==> config.mk <==
export PLATFORM = sky130hd
export DESIGN_NAME = hdr_sync_detect
export DESIGN_NICKNAME = d
export VERILOG_FILES = /design/src/rtl/hdr_sync_pkg.sv /design/src/rtl/hdr_window.sv /design/src/rtl/hdr_match.sv /design/src/rtl/word_pack.sv /design/src/rtl/hdr_sync_detect.sv
export SDC_FILE = /design/constraint.sdc
export NUM_CORES = 1
export LEC_CHECK = 0
export ABC_AREA = 1
export CORE_MARGIN = 3
export CORE_UTILIZATION = 47
export CTS_BUF_LIST = sky130_fd_sc_hd__clkbuf_2
export CTS_CLUSTER_SIZE = 14
export DETAILED_ROUTE_END_ITERATION = 16
export SYNTH_ARGS = -nofsm -noshare
export SYNTH_HDL_FRONTEND = slang
export SYNTH_SLANG_ARGS = --single-unit
==> constraint.sdc <==
create_clock -name clk -period 3.2 [get_ports clk]
set_input_delay 0.32 -clock clk [delete_from_list [all_inputs] [get_ports clk]]
set_output_delay 0.32 -clock clk [all_outputs]
set_load 0.03 [all_outputs]
==> src/rtl/hdr_sync_pkg.sv <==
package hdr_sync_pkg;

    localparam int unsigned HDR_WORDS = 13;
    localparam int unsigned HDR_BYTES = 4 * HDR_WORDS;
    localparam logic [31:0] FILL_WORD = 32'hFFFF_FFFF;

    typedef enum logic [1:0] {
        ST_IDLE   = 2'd0,
        ST_SCAN   = 2'd1,
        ST_STREAM = 2'd2,
        ST_DONE   = 2'd3
    } scan_state_e;

    // Expected preamble word at word position idx (normal order).
    function automatic logic [31:0] hdr_pattern(input int unsigned idx);
        logic [31:0] w;
        case (idx)
            8:       w = 32'h0000_00BB;
            9:       w = 32'h1122_0044;
            12:      w = 32'hAA99_5566;
            default: w = FILL_WORD;
        endcase
        return w;
    endfunction

endpackage

==> src/rtl/hdr_window.sv <==
// Sliding byte window; byte 0 (LSB) is the oldest, new bytes enter at the top.
module hdr_window #(
    parameter int unsigned DEPTH = 52
) (
    input  logic               clk,
    input  logic               rst_n,
    input  logic               clr,
    input  logic               shift,
    input  logic [7:0]         din,
    output logic [8*DEPTH-1:0] win_d,
    output logic [8*DEPTH-1:0] win_q
);

    logic [8*DEPTH-1:0] shifted;

    for (genvar k = 0; k < DEPTH; k++) begin : g_lane
        if (k == DEPTH - 1) begin : g_top
            assign shifted[8*k +: 8] = din;
        end else begin : g_mid
            assign shifted[8*k +: 8] = win_q[8*(k+1) +: 8];
        end
    end

    always_comb begin
        win_d = win_q;
        if (clr) begin
            win_d = '0;
        end else if (shift) begin
            win_d = shifted;
        end
    end

    always_ff @(posedge clk) begin
        if (!rst_n) begin
            win_q <= '0;
        end else begin
            win_q <= win_d;
        end
    end

endmodule

==> src/rtl/hdr_match.sv <==
// Combinational preamble test over a full window with byte-order decision chain.
module hdr_match
    import hdr_sync_pkg::*;
#(
    parameter int unsigned NWORDS = HDR_WORDS
) (
    input  logic [32*NWORDS-1:0] win,
    output logic                 hit,
    output logic                 rev_order
);

    logic [NWORDS:0]   sw;
    logic [NWORDS-1:0] ok;

    assign sw[0] = 1'b0;

    for (genvar i = 0; i < NWORDS; i++) begin : g_word
        localparam logic [31:0] EXP = hdr_pattern(i);
        logic [31:0] fwd;
        logic [31:0] bwd;
        logic        flip;

        // Earliest byte sits lowest in the window.
        assign fwd  = {win[32*i +: 8], win[32*i+8 +: 8],
                       win[32*i+16 +: 8], win[32*i+24 +: 8]};
        assign bwd  = win[32*i +: 32];
        assign flip = !sw[i] && (bwd != FILL_WORD) && (bwd == EXP);
        assign sw[i+1] = sw[i] | flip;
        assign ok[i]   = sw[i+1] ? (bwd == EXP) : (fwd == EXP);
    end

    assign hit       = &ok;
    assign rev_order = sw[NWORDS];

endmodule

==> src/rtl/word_pack.sv <==
// Packs bytes into words in normal or reversed order.
module word_pack #(
    parameter int unsigned WORD_BYTES = 4
) (
    input  logic                    clk,
    input  logic                    rst_n,
    input  logic                    clr,
    input  logic                    load,
    input  logic                    rev,
    input  logic [7:0]              din,
    output logic                    vld,
    output logic [8*WORD_BYTES-1:0] data
);

    localparam int unsigned W  = 8 * WORD_BYTES;
    localparam int unsigned CW = (WORD_BYTES > 1) ? $clog2(WORD_BYTES) : 1;

    typedef struct packed {
        logic [CW-1:0] cnt;
        logic [W-1:0]  acc;
        logic          vld;
        logic [W-1:0]  data;
    } pack_t;

    pack_t p_d, p_q;
    logic [W-1:0] nacc;

    always_comb begin
        p_d     = p_q;
        p_d.vld = 1'b0;
        nacc    = rev ? {din, p_q.acc[W-1:8]} : {p_q.acc[W-9:0], din};
        if (clr) begin
            p_d = '0;
        end else if (load) begin
            p_d.acc = nacc;
            if (p_q.cnt == CW'(WORD_BYTES - 1)) begin
                p_d.vld  = 1'b1;
                p_d.data = nacc;
                p_d.cnt  = '0;
            end else begin
                p_d.cnt = p_q.cnt + 1'b1;
            end
        end
    end

    always_ff @(posedge clk) begin
        if (!rst_n) begin
            p_q <= '0;
        end else begin
            p_q <= p_d;
        end
    end

    assign vld  = p_q.vld;
    assign data = p_q.data;

endmodule

==> src/rtl/hdr_sync_detect.sv <==
module hdr_sync_detect
    import hdr_sync_pkg::*;
#(
    parameter int unsigned SCAN_LIMIT = 256,
    localparam int unsigned OFF_W = (SCAN_LIMIT > 1) ? $clog2(SCAN_LIMIT) : 1
) (
    input  logic             clk,
    input  logic             rst_n,
    input  logic             abort,
    input  logic             in_valid,
    output logic             in_ready,
    input  logic [7:0]       in_data,
    input  logic             in_sob,
    output logic             found,
    output logic [OFF_W-1:0] found_offset,
    output logic             swapped,
    output logic             not_found,
    output logic             word_valid,
    output logic [31:0]      word_data
);

    localparam int unsigned CNT_W = $clog2(SCAN_LIMIT + HDR_BYTES + 1);
    localparam logic [CNT_W-1:0] LAST_IDX = CNT_W'(HDR_BYTES - 1);
    localparam logic [CNT_W-1:0] LAST_OFF = CNT_W'(SCAN_LIMIT - 1);

    typedef struct packed {
        scan_state_e      st;
        logic [CNT_W-1:0] cnt;
        logic             found;
        logic             nfound;
        logic [OFF_W-1:0] off;
        logic             swp;
    } ctl_t;

    ctl_t ctl_d, ctl_q;

    logic                   accept;
    logic                   start;
    logic [CNT_W-1:0]       idx;
    logic [CNT_W-1:0]       cand;
    logic                   hit;
    logic                   hit_rev;
    logic                   pk_load;
    logic                   pk_clr;
    logic [8*HDR_BYTES-1:0] win_next;
    logic [8*HDR_BYTES-1:0] win_now;

    assign in_ready = !abort;
    assign accept   = in_valid && !abort;
    assign start    = accept && in_sob;
    assign idx      = start ? '0 : ctl_q.cnt;
    assign cand     = idx - LAST_IDX;

    hdr_window #(.DEPTH(HDR_BYTES)) u_window (
        .clk   (clk),
        .rst_n (rst_n),
        .clr   (abort),
        .shift (accept),
        .din   (in_data),
        .win_d (win_next),
        .win_q (win_now)
    );

    hdr_match #(.NWORDS(HDR_WORDS)) u_match (
        .win       (win_next),
        .hit       (hit),
        .rev_order (hit_rev)
    );

    always_comb begin
        ctl_d        = ctl_q;
        ctl_d.found  = 1'b0;
        ctl_d.nfound = 1'b0;
        if (abort) begin
            ctl_d = '0;
        end else if (accept && (start || ctl_q.st == ST_SCAN)) begin
            ctl_d.st  = ST_SCAN;
            ctl_d.cnt = idx + 1'b1;
            if (start) begin
                ctl_d.swp = 1'b0;
                ctl_d.off = '0;
            end
            if (idx >= LAST_IDX) begin
                if (hit) begin
                    ctl_d.found = 1'b1;
                    ctl_d.off   = OFF_W'(cand);
                    ctl_d.swp   = hit_rev;
                    ctl_d.st    = ST_STREAM;
                end else if (cand == LAST_OFF) begin
                    ctl_d.nfound = 1'b1;
                    ctl_d.st     = ST_DONE;
                end
            end
        end
    end

    always_ff @(posedge clk) begin
        if (!rst_n) begin
            ctl_q <= '0;
        end else begin
            ctl_q <= ctl_d;
        end
    end

    assign pk_load = accept && !in_sob && (ctl_q.st == ST_STREAM);
    assign pk_clr  = abort || start;

    word_pack #(.WORD_BYTES(4)) u_pack (
        .clk   (clk),
        .rst_n (rst_n),
        .clr   (pk_clr),
        .load  (pk_load),
        .rev   (ctl_q.swp),
        .din   (in_data),
        .vld   (word_valid),
        .data  (word_data)
    );

    assign found        = ctl_q.found;
    assign not_found    = ctl_q.nfound;
    assign found_offset = ctl_q.off;
    assign swapped      = ctl_q.swp;

    logic unused_win;
    assign unused_win = ^win_now;

endmodule

==> impl_metrics.json <==
{
  "synth-seq-cells": 505,
  "placedCellCount": 3799,
  "outcome": "finished, final reports clean",
  "grt_pass1_vias": 18527,
  "cp_top_family": "buffers and inverters",
  "start_util": 0.482,
  "dp_hpwl_um": 32600,
  "grt_pass1_wl_um": 85400,
  "placed_cell_area_um2": 22800,
  "io_pins": 58,
  "fp-row-count": 78,
  "synth_cell_types": 42,
  "worstPathRequired_ns": 2.88,
  "syn_inst": 3307,
  "worstPathCellList": "buf_4 > clkdlybuf4s50_1",
  "max_stage_delay_ns": 0.76,
  "register_area_um2": 10100,
  "die_h_um": 223,
  "syn_avg_cell_area_um2": 6.69,
  "cts_setup_buffers": 0,
  "antenna_left": 0,
  "die_w_um": 223,
  "cellPowerDensity_nw_per_um2": 484,
  "cts.htree.levels": 4,
  "track_usage": 0.203,
  "finalNonFillerCells": 4050,
  "fin_crit_sh": 0.936,
  "holdWs_ns": 0.196,
  "globalRouteOverflowTotal": 0,
  "crit_arrival_ns": 2.68,
  "gp_congestion": 0.873,
  "synth_seq_area_share": 0.457,
  "synth_fa_ha_area_frac": 0.00170,
  "syn_nets": 3323,
  "clock-sinks": 505,
  "root_buffer": "clkbuf_2",
  "clkLatencyLatePin_ns": 1.25,
  "cts_buffers": 140,
  "period_minus_slack_ns": 3.00,
  "via_per_inst": 4.86,
  "holdCritPathClass": "in -> reg",
  "netlist_area_um2": 22100,
  "areaGrowthSynthToFinish_pct": 9.34,
  "synthSimpleGateAreaFrac": 0.326,
  "crit_type": "reg -> out",
  "cts_tree": "built",
  "fin_area_um2": 24200,
  "p_leak_nw": 9.88,
  "synth_xor_area_frac": 0.00396,
  "grt_max_degree": 207,
  "critPathSlowestCell": "clkdlybuf4s50_1",
  "maxCapViolCount": 0,
  "n_fill_cell": 4653,
  "finalHoldViolCount": 0,
  "multi_input_area_um2": 9780,
  "tightest_slew_ns": 1.07,
  "synth_compound_area_frac": 0.109,
  "timing.final.max_slew_violations": 0,
  "antenna_found_initial": 2,
  "max_freq_mhz": 334,
  "synthMuxAreaShare": 0.000452,
  "initialDrtViolationCount": 1261,
  "yosys_warnings": 0,
  "crit_fanout": 34,
  "synthArstFlopShare": 0,
  "drive_gt1_frac": 0.0844,
  "synth_edf_count": 0,
  "port_buffers": 57,
  "clockBufferDepth": 3,
  "fin_nets": 3370,
  "clkTransAtPathRegs_ns": 0.09,
  "drc_errors": 0,
  "core_um2": 46000,
  "setup_viol": 0,
  "dieArea_um2": 49700,
  "fin_util": 0.527,
  "startpoint_type": "register",
  "endpoint_kind": "output pin",
  "irDropWorstVdd_v": 0.000319,
  "routed_wl_um": 50500,
  "wl_per_cell_um": 12.5,
  "synth_top_family_by_area": "simple AND/OR/NAND/NOR gates",
  "first_pass_iters": 5,
  "postSynth.topFlopCell": "dfxtp_1",
  "relSlewSlack": 0.283,
  "via_count": 19671,
  "skew_ns": 0.0649,
  "worst-path-buf-inv": 2
}
[what timing repair did]
item | CTS | global route
endpoints found under the hold margin | 467 | 0
resized for setup | 0 | 1
setup endpoints to repair | 0 | 10
hold buffers | 14 | 0
[registers in the layout, indices dropped and copies added, names as in the netlist]
signal,count
u_window.win_q,416
u_pack.p_q,34
u_pack.data,32
ctl_q,11
found_offset,8
found,1
not_found,1
swapped,1
u_pack.vld,1
[routing by layer]
| layer | up-vias | track usage | wire length [um] | part of all wire |
|---|---|---|---|---|
| met5 | - | 0 | 0 | 0 |
| met4 | 0 | 0.0742 | 924 | 0.018 |
| met3 | 75 | 0.0495 | 2280 | 0.045 |
| met2 | 348 | 0.324 | 22900 | 0.45 |
| met1 | 8868 | 0.267 | 24400 | 0.48 |
| li1 | 10380 | - | - | - |
[worst min-delay path, stage by stage]
cell	delay, ns
dlygate4sd3_1	0.56
buf_8	0.20
o21ai_0	0.14
and2_1	0.14
[cells in the mapped netlist (all sizes together) (2+ instances only)]
library cell	instances	area share
nand2	1262	0.21
dfxtp	505	0.46
nor2	438	0.075
inv	256	0.044
o21ai	248	0.056
a21oi	210	0.047
buf	141	0.045
clkbuf	74	0.013
nand3	56	0.013
and2	37	0.010
nor3	18	0.0041
nand4	12	0.0034
nand3b	10	0.0034
xor2	8	0.0032
a21boi	4	0.0014
o211ai	4	0.0014
o21a	4	0.0014
clkinv	3	0.00051
ha	3	0.0017
a31oi	2	0.00057
nor4	2	0.0012
o22ai	2	0.00057
or2	2	0.00057
xnor2	2	0.00079
[where the power goes]
group / total, W / switching (W) / internal, W / leakage, nW
sequential: 0.00637 / 0.0000269 / 0.00634 / 4.08
combinational: 0.000659 / 0.000466 / 0.000193 / 4.83
clock: 0.00469 / 0.00265 / 0.00204 / 0.971
total: 0.0117 / 0.00314 / 0.00857 / 9.88
[layout make-up]
type                       count  area share
antenna                        3    0.000310
clock inverter                26     0.00889
tap                          600      0.0310
multi-input combinational   2328       0.404
clock buffer                 209      0.0432
sequential                   505       0.418
timing repair buffer         120      0.0540
inverter                     259      0.0408
[kinds of logic (layout without fill, tap and decap cells)]
kind of cell / Yosys count / in the layout
and+or+nand+nor: 1839 / 1839
DFF: 505 / 505
AOI/OAI and AO/OA: 475 / 475
buffers and inverters: 474 / 614
xor gates and xnor gates: 10 / 10
adders and majority gates: 3 / 3
muxes: 1 / 1
other: 0 / 3
[per-stage QoR]
stage / total power [W] / TNS [ns] / setup slack [ns]
2_1_floorplan: 0.00700 / 0 / 0.871
3_3_place_gp: 0.00715 / 0 / 0.00703
3_5_place_dp: 0.00716 / 0 / 0.000797
4_1_cts: 0.0119 / 0 / 0.0195
5_1_grt: 0.0124 / -0.0172 / -0.0172
6_report: 0.0117 / 0 / 0.205
[path summary, 6_finish.rpt]
check	start	end	slack (ns)	cells past startpoint
worst min register to register	u_window.win_q[170]$_SDFF_PN0_	u_window.win_q[162]$_SDFF_PN0_	0.45	2
worst min-delay path	in_valid	u_window.win_q[366]$_SDFF_PN0_	0.20	4
worst max-delay path	swapped$_SDFFE_PP0P_	swapped	0.20	2
worst max register to register	u_window.win_q[336]$_SDFF_PN0_	found_offset[6]$_SDFFE_PP0P_	0.60	18
[layout by cell type, fill, tap and decap left out, types with 2 or more instances in the layout]
cell type        instances
nand2_1               1258
dfxtp_1                505
nor2_1                 434
inv_1                  252
a21oi_1                210
clkbuf_2               209
o21ai_0                205
nand3_1                 55
clkdlybuf4s50_1         55
o21ai_1                 43
and2_1                  35
buf_4                   32
nor3_1                  18
buf_12                  18
clkinv_1                15
dlygate4sd3_1           13
nand4_1                 12
nand3b_1                10
inv_2                    8
xor2_1                   8
nand2_2                  4
o21a_1                   4
o211ai_1                 4
bufinv_16                4
diode_2                  3
a21boi_0                 3
ha_1                     3
clkinvlp_4               3
inv_8                    2
nor2_4                   2
or2_2                    2
nor2_2                   2
xnor2_1                  2
o22ai_1                  2
and2_0                   2
a31oi_1                  2
Power figures use the tool's default switching activity.
